==> config.mk <==
export PLATFORM = sky130hd
export DESIGN_NAME = dma_master_hs
export DESIGN_NICKNAME = d
export VERILOG_FILES = /design/src/rtl/dma_hs_pkg.sv /design/src/rtl/dma_hs_seq.sv /design/src/rtl/dma_hs_pins.sv /design/src/rtl/dma_master_hs.sv
export SDC_FILE = /design/constraint.sdc
export NUM_CORES = 1
export LEC_CHECK = 0
export BUFFER_PORTS_ARGS = -buffer_cell sky130_fd_sc_hd__buf_2
export CORE_MARGIN = 1.5
export CORE_UTILIZATION = 47
export DETAILED_ROUTE_END_ITERATION = 6
export PLACE_DENSITY = 0.84
export RECOVER_POWER = 100
export SETUP_SLACK_MARGIN = 0.05
export SLEW_MARGIN = 20
export SYNTH_ARGS = -nofsm -noshare
export SYNTH_HDL_FRONTEND = slang
export SYNTH_SLANG_ARGS = --single-unit
==> constraint.sdc <==
create_clock -name clk -period 2.3 [get_ports clk]
set_clock_uncertainty 0.05 [all_clocks]
set_input_delay 0.23 -clock clk [delete_from_list [all_inputs] [get_ports clk]]
set_output_delay 0.23 -clock clk [all_outputs]
set_load 0.02 [all_outputs]
==> src/rtl/dma_hs_pkg.sv <==
package dma_hs_pkg;

  typedef enum logic [2:0] {
    ST_IDLE = 3'd0,
    ST_REQ  = 3'd1,
    ST_ADDR = 3'd2,
    ST_DATA = 3'd3,
    ST_REL  = 3'd4
  } hs_state_e;

  // word with odd address cannot be expressed in pin-set 1
  function automatic logic word_misaligned(input logic pinset,
                                           input logic is_byte,
                                           input logic a0);
    return pinset & ~is_byte & a0;
  endfunction

  // returns {lane1, lane0}; in pin-set 1 lane1 is overridden by the chain
  function automatic logic [1:0] lane_code(input logic pinset,
                                           input logic is_byte,
                                           input logic a0);
    logic [1:0] code;
    if (!pinset) begin
      if (!is_byte)  code = 2'b00;
      else if (a0)   code = 2'b01;
      else           code = 2'b10;
    end else begin
      code = {1'b1, is_byte};
    end
    return code;
  endfunction

  // strobe level: asserted level in address phase, idle level in data phase
  function automatic logic strobe_level(input logic inv, input logic addr_ph);
    return addr_ph ^ inv;
  endfunction

endpackage

==> src/rtl/dma_hs_seq.sv <==
module dma_hs_seq
  import dma_hs_pkg::*;
#(
  parameter int AW       = 16,
  parameter int DATA_CYC = 4
) (
  input  logic          clk,
  input  logic          rst_n,
  input  logic          pinset,
  input  logic          xfer_valid,
  input  logic [AW-1:0] xfer_addr,
  input  logic          xfer_byte,
  input  logic          bus_gnt_n,
  output logic          req_n,
  output logic          idle,
  output logic          addr_ph,
  output logic          data_ph,
  output logic          done,
  output logic          err,
  output logic [AW-1:0] lat_addr,
  output logic          lat_byte
);

  localparam int CW   = (DATA_CYC > 1) ? $clog2(DATA_CYC) : 1;
  localparam int LAST = DATA_CYC - 1;

  hs_state_e       state_q, state_d;
  logic [CW-1:0]   cnt_q;
  logic            req_prev_q;
  logic            err_q;
  logic            bad_req;
  logic            start_req;
  logic            last_beat;

  assign bad_req   = word_misaligned(pinset, xfer_byte, xfer_addr[0]);
  assign last_beat = (state_q == ST_DATA) && (cnt_q == CW'(LAST));
  // pin-set 1 additionally needs the request line to have been high
  assign start_req = xfer_valid && !bad_req && bus_gnt_n &&
                     (pinset ? req_prev_q : 1'b1);

  always_comb begin
    state_d = state_q;
    unique case (state_q)
      ST_IDLE: if (start_req)  state_d = ST_REQ;
      ST_REQ:  if (!bus_gnt_n) state_d = ST_ADDR;
      ST_ADDR:                 state_d = ST_DATA;
      ST_DATA: if (last_beat)  state_d = ST_REL;
      ST_REL:  if (bus_gnt_n)  state_d = ST_IDLE;
      default:                 state_d = ST_IDLE;
    endcase
  end

  always_ff @(posedge clk) begin
    if (!rst_n) begin
      state_q    <= ST_IDLE;
      cnt_q      <= '0;
      req_prev_q <= 1'b1;
      err_q      <= 1'b0;
      lat_addr   <= '0;
      lat_byte   <= 1'b0;
    end else begin
      state_q    <= state_d;
      req_prev_q <= req_n;
      err_q      <= (state_q == ST_IDLE) && xfer_valid && bad_req;
      if (state_q == ST_IDLE && start_req) begin
        lat_addr <= xfer_addr;
        lat_byte <= xfer_byte;
      end
      if (state_q == ST_DATA) cnt_q <= cnt_q + CW'(1);
      else                    cnt_q <= '0;
    end
  end

  assign req_n   = !(state_q == ST_REQ || state_q == ST_ADDR || state_q == ST_DATA);
  assign idle    = (state_q == ST_IDLE);
  assign addr_ph = (state_q == ST_ADDR);
  assign data_ph = (state_q == ST_DATA);
  assign done    = last_beat;
  assign err     = err_q;

  p_req_fall_gnt_r2: assert property (@(posedge clk) disable iff (!rst_n)
    $fell(req_n) |-> $past(bus_gnt_n));

  p_addr_once_r4: assert property (@(posedge clk) disable iff (!rst_n)
    addr_ph |=> (data_ph && !addr_ph));

  p_done_release_r3: assert property (@(posedge clk) disable iff (!rst_n)
    done |=> (!done && req_n));

  p_err_no_req_r8: assert property (@(posedge clk) disable iff (!rst_n)
    err |-> req_n);

  p_data_holds_req_r3: assert property (@(posedge clk) disable iff (!rst_n)
    (data_ph && !done) |=> (data_ph && !req_n));

endmodule

==> src/rtl/dma_hs_pins.sv <==
module dma_hs_pins
  import dma_hs_pkg::*;
#(
  parameter int AW = 16
) (
  input  logic          clk,
  input  logic          rst_n,
  input  logic          pinset,
  input  logic          strb_inv,
  input  logic          idle,
  input  logic          addr_ph,
  input  logic          data_ph,
  input  logic          bus_gnt_n,
  input  logic [AW-1:0] lat_addr,
  input  logic          lat_byte,
  output logic          lane0_o,
  output logic          lane0_oe,
  output logic          lane1_o,
  output logic          lane1_oe,
  output logic          strb_o,
  output logic          strb_oe,
  output logic [AW-1:0] addr_o,
  output logic          addr_oe
);

  logic       own_bus;
  logic [1:0] code;
  logic       chain_n;

  assign own_bus = addr_ph | data_ph;
  assign code    = lane_code(pinset, lat_byte, lat_addr[0]);
  // pass the grant down the chain only when not wanting the bus
  assign chain_n = !(!bus_gnt_n && idle);

  assign lane0_o  = own_bus ? code[0] : 1'b0;
  assign lane0_oe = own_bus;
  assign lane1_o  = pinset ? chain_n : (own_bus ? code[1] : 1'b0);
  assign lane1_oe = pinset | own_bus;
  assign strb_o   = own_bus ? strobe_level(strb_inv, addr_ph) : 1'b0;
  assign strb_oe  = own_bus;
  assign addr_o   = addr_ph ? lat_addr : '0;
  assign addr_oe  = addr_ph;

  p_chain_busy_r10: assert property (@(posedge clk) disable iff (!rst_n)
    (pinset && !idle) |-> lane1_o);

  p_no_code11_r7: assert property (@(posedge clk) disable iff (!rst_n)
    (!pinset && own_bus) |-> !(lane1_o && lane0_o));

endmodule

==> src/rtl/dma_master_hs.sv <==
module dma_master_hs #(
  parameter int AW       = 16,
  parameter int DATA_CYC = 4
) (
  input  logic          clk,
  input  logic          rst_n,
  input  logic          cfg_pinset,
  input  logic          cfg_strb_inv,
  input  logic          xfer_valid,
  input  logic [AW-1:0] xfer_addr,
  input  logic          xfer_byte,
  output logic          xfer_done,
  output logic          xfer_err,
  output logic          bus_req_n,
  input  logic          bus_gnt_n,
  output logic          lane0_o,
  output logic          lane0_oe,
  output logic          lane1_o,
  output logic          lane1_oe,
  output logic          strb_o,
  output logic          strb_oe,
  output logic [AW-1:0] addr_o,
  output logic          addr_oe
);

  logic          idle, addr_ph, data_ph;
  logic [AW-1:0] lat_addr;
  logic          lat_byte;

  dma_hs_seq #(.AW(AW), .DATA_CYC(DATA_CYC)) u_seq (
    .clk        (clk),
    .rst_n      (rst_n),
    .pinset     (cfg_pinset),
    .xfer_valid (xfer_valid),
    .xfer_addr  (xfer_addr),
    .xfer_byte  (xfer_byte),
    .bus_gnt_n  (bus_gnt_n),
    .req_n      (bus_req_n),
    .idle       (idle),
    .addr_ph    (addr_ph),
    .data_ph    (data_ph),
    .done       (xfer_done),
    .err        (xfer_err),
    .lat_addr   (lat_addr),
    .lat_byte   (lat_byte)
  );

  dma_hs_pins #(.AW(AW)) u_pins (
    .clk       (clk),
    .rst_n     (rst_n),
    .pinset    (cfg_pinset),
    .strb_inv  (cfg_strb_inv),
    .idle      (idle),
    .addr_ph   (addr_ph),
    .data_ph   (data_ph),
    .bus_gnt_n (bus_gnt_n),
    .lat_addr  (lat_addr),
    .lat_byte  (lat_byte),
    .lane0_o   (lane0_o),
    .lane0_oe  (lane0_oe),
    .lane1_o   (lane1_o),
    .lane1_oe  (lane1_oe),
    .strb_o    (strb_o),
    .strb_oe   (strb_oe),
    .addr_o    (addr_o),
    .addr_oe   (addr_oe)
  );

  p_strb_owner_r9: assert property (@(posedge clk) disable iff (!rst_n)
    strb_oe |-> !bus_req_n);

  p_lane_owner_r9: assert property (@(posedge clk) disable iff (!rst_n)
    lane0_oe |-> (!bus_req_n && !xfer_err));

endmodule

==> results.sh <==
export IMPL_outcome="finished clean"
export IMPL_area_growth_pct=16.72
export IMPL_dieArea_sq_um=2876
export IMPL_leakage_uw=0.0006004
export IMPL_hp_class="input pin to flop"
export IMPL_cts_sinks=24
export IMPL_cts_made_buffers=3
export IMPL_wl_met1_um=1133
export IMPL_layout_common_cells="38 x nand2_1, 25 x clkbuf_1, 24 x dfxtp_1"
export IMPL_drt_total_wl_um=2363
export IMPL_via_per_inst=4.879
export IMPL_tns_ps=0
export IMPL_antenna_found_initial=0
export IMPL_cts_max_path_buffers=2
export IMPL_p_per_area_nw_per_um2=545.6
export IMPL_worst_pin_slew_ps=642.0
export IMPL_dr_max_layer_used="met4"
export IMPL_grt_pass1_wl_um=3746
export IMPL_worst_setup_path_start_kind="flop"
export IMPL_cp_slowest_stage_delay_ps=490
export IMPL_worstReg2RegStart="u_seq.state_q[0]$_SDFFE_PN0P_"
export IMPL_die_w_um=53.63
export IMPL_io_pins=49
export IMPL_setup_violations=0
export IMPL_clk_pin_slew_ps=120
export IMPL_worstReg2RegEnd="u_seq.lat_addr[13]$_SDFFE_PN0P_"
export IMPL_core_area_sq_um=2455
export IMPL_grt_max_degree=41
export IMPL_chipHeight_um=53.63
export IMPL_hold_ws_ps=115.9
export IMPL_grt_pass1_vias=944
export IMPL_endpoint_kind="flop"
export IMPL_finalCriticalPeriod_ps=2030
export IMPL_dr_wl_met2_um=1053
export IMPL_final_common_cell="nand2_1"
export IMPL_rrSetupSlack_ps=270
export IMPL_start_util_pct=49.08
export IMPL_ir_drop_mv=0.3534
export IMPL_max_freq_mhz=492.7
export IMPL_postCtsSetupBuffers=0
export IMPL_first_pass_iters=4
export IMPL_nets=210
export IMPL_path_class="flop to flop"
export IMPL_yosysWarnings=0
export IMPL_grt_setup_unrepaired="false"
export IMPL_syn_area_per_cell_sq_um=8.606
export IMPL_maxSlewViolCount=0
export IMPL_synthTopCellsByArea="dfxtp_1 40%, mux2i_1 14%, nand2_1 12%"
export IMPL_antenna_left=0
export IMPL_drive_gt1_share_pct=17.93
export IMPL_synth_seq_cells=24
export IMPL_antenna_cells=0
export IMPL_clockRootBuffer="clkbuf_4"
export IMPL_std_cell_rows=18
export IMPL_slowest_stage="clkbuf_2"
export IMPL_cp_required_ps=2470
export IMPL_port_buffers=48
export IMPL_grt_ovfl_total=0
export IMPL_hold_viol=0
export IMPL_async_flop_share_pct=0
export IMPL_drt_iter0_drc=11
export IMPL_place_gp_congestion=0.7866
export IMPL_synth_top_cell_by_area="dfxtp_1"
export IMPL_ys_types=30
export IMPL_ctsResizeCount=0
export IMPL_cp_startpoint="u_seq.state_q[0]$_SDFFE_PN0P_"
export IMPL_holdBufCountCts=0
export IMPL_arrival_ps=2200
export IMPL_relSlewSlack_pct=57.20
export IMPL_drc_errors=0
export IMPL_rr_worst_depth=4
export IMPL_synth_nets=164
export IMPL_synth_edf_count=0
export IMPL_routedWlPerCell_um=11.04
export IMPL_synth_seq_area_share_pct=39.88
export IMPL_synth_largest_type_area_fraction_pct=39.88
export IMPL_wl_met3_um=171
export IMPL_totalPowerFinal_uw=767.3
export IMPL_cts_tree="yes"
export IMPL_vias=1044
export IMPL_grtUsageTotal_pct=17.19
export IMPL_dominantRegCellSynth="dfxtp_1"
export IMPL_crit_end="u_seq.lat_addr[13]$_SDFFE_PN0P_"
export IMPL_maxCapViolations=0
export IMPL_period_share_pct=88.25
export IMPL_cp_max_fo=17
export IMPL_fillCellCount=233
export IMPL_synth_cells=140
export IMPL_htree_levels=1
export IMPL_clk_latency_ps=300
export IMPL_path_cells="or3_1, nor4_4, clkbuf_2, mux2i_1"
export IMPL_place_hpwl_um=1779
export IMPL_syn_area_sq_um=1205
worst min-delay path by stage:
stage,start,to,slack [ps],cells after the start
2_1_floorplan,xfer_valid,u_seq.err$_SDFF_PN0_,300,2
3_3_place_gp,u_seq.cnt_q[0]$_SDFF_PN0_,u_seq.cnt_q[0]$_SDFF_PN0_,360,1
3_5_place_dp,u_seq.cnt_q[0]$_SDFF_PN0_,u_seq.cnt_q[0]$_SDFF_PN0_,370,1
4_1_cts,xfer_addr[4],u_seq.lat_addr[4]$_SDFFE_PN0P_,110,3
5_1_grt,xfer_addr[5],u_seq.lat_addr[5]$_SDFFE_PN0P_,110,3
6_report,xfer_addr[6],u_seq.lat_addr[6]$_SDFFE_PN0P_,120,3
layer usage:
| layer | vias up | track usage (%) |
|---|---|---|
| met5 | - | 0 |
| met4 | 0 | 3.846 |
| met3 | 2 | 2.500 |
| met2 | 44 | 32.10 |
| met1 | 458 | 20.58 |
| li1 | 540 | - |
registers in the layout, indices dropped and copies added (netlist names):
register / count
u_seq.err: 1
u_seq.lat_byte: 1
u_seq.state_q: 3
u_seq.lat_addr: 16
u_seq.cnt_q: 2
u_seq.req_prev_q: 1
critical path, delay by kind of cell, from the launching register on:
kind	cells	cell delay, ps
and+or+nand+nor	2	730
buffers and inverters	1	490
DFF	1	410
muxes	1	260
Yosys cell counts (2+ instances only):
library cell and number:
nand2_1 38, dfxtp_1 24, and2_1 17, mux2i_1 17, nor2_1 9, inv_1 4
buf_4 2, buf_6 2, dlygate4sd1_1 2, nand2b_1 2, nand3_1 2, nor3_1 2
o21ai_0 2
through the flow:
step	cells	setup WS, ps	instance area, sq um	utilization (%)
6_report	214	270.2	1406	57.29
5_1_grt	214	186.1	1406	57.29
4_1_cts	214	405.6	1445	58.87
3_5_place_dp	211	550.3	1423	57.95
3_3_place_gp	211	628.5	1423	57.95
2_1_floorplan	140	628.3	1205	-
final cells by class:
class | instances | area (sq um) | area share [%]
Sequential cell | 24 | 480.5 | 34.16
Multi-Input combinational cell | 103 | 629.4 | 44.75
Timing Repair Buffer | 50 | 221.5 | 15.75
Inverter | 4 | 15.01 | 1.068
Tap cell | 30 | 37.54 | 2.669
Clock buffer | 3 | 22.52 | 1.601
report_power, final:
part	internal [uW]	switching, uW
Sequential	438	15.1
Clock	60.9	111
Combinational	58.2	84.3
cell families after synthesis:
kind of cell    synth area share (%)
compound gates                 3.635
xor+xnor                      0.7270
fa+ha+maj                      1.038
buf+inv                        8.202
flops                          39.88
mux                            14.12
simple gates                   32.40
Power figures use the tool's default switching activity.
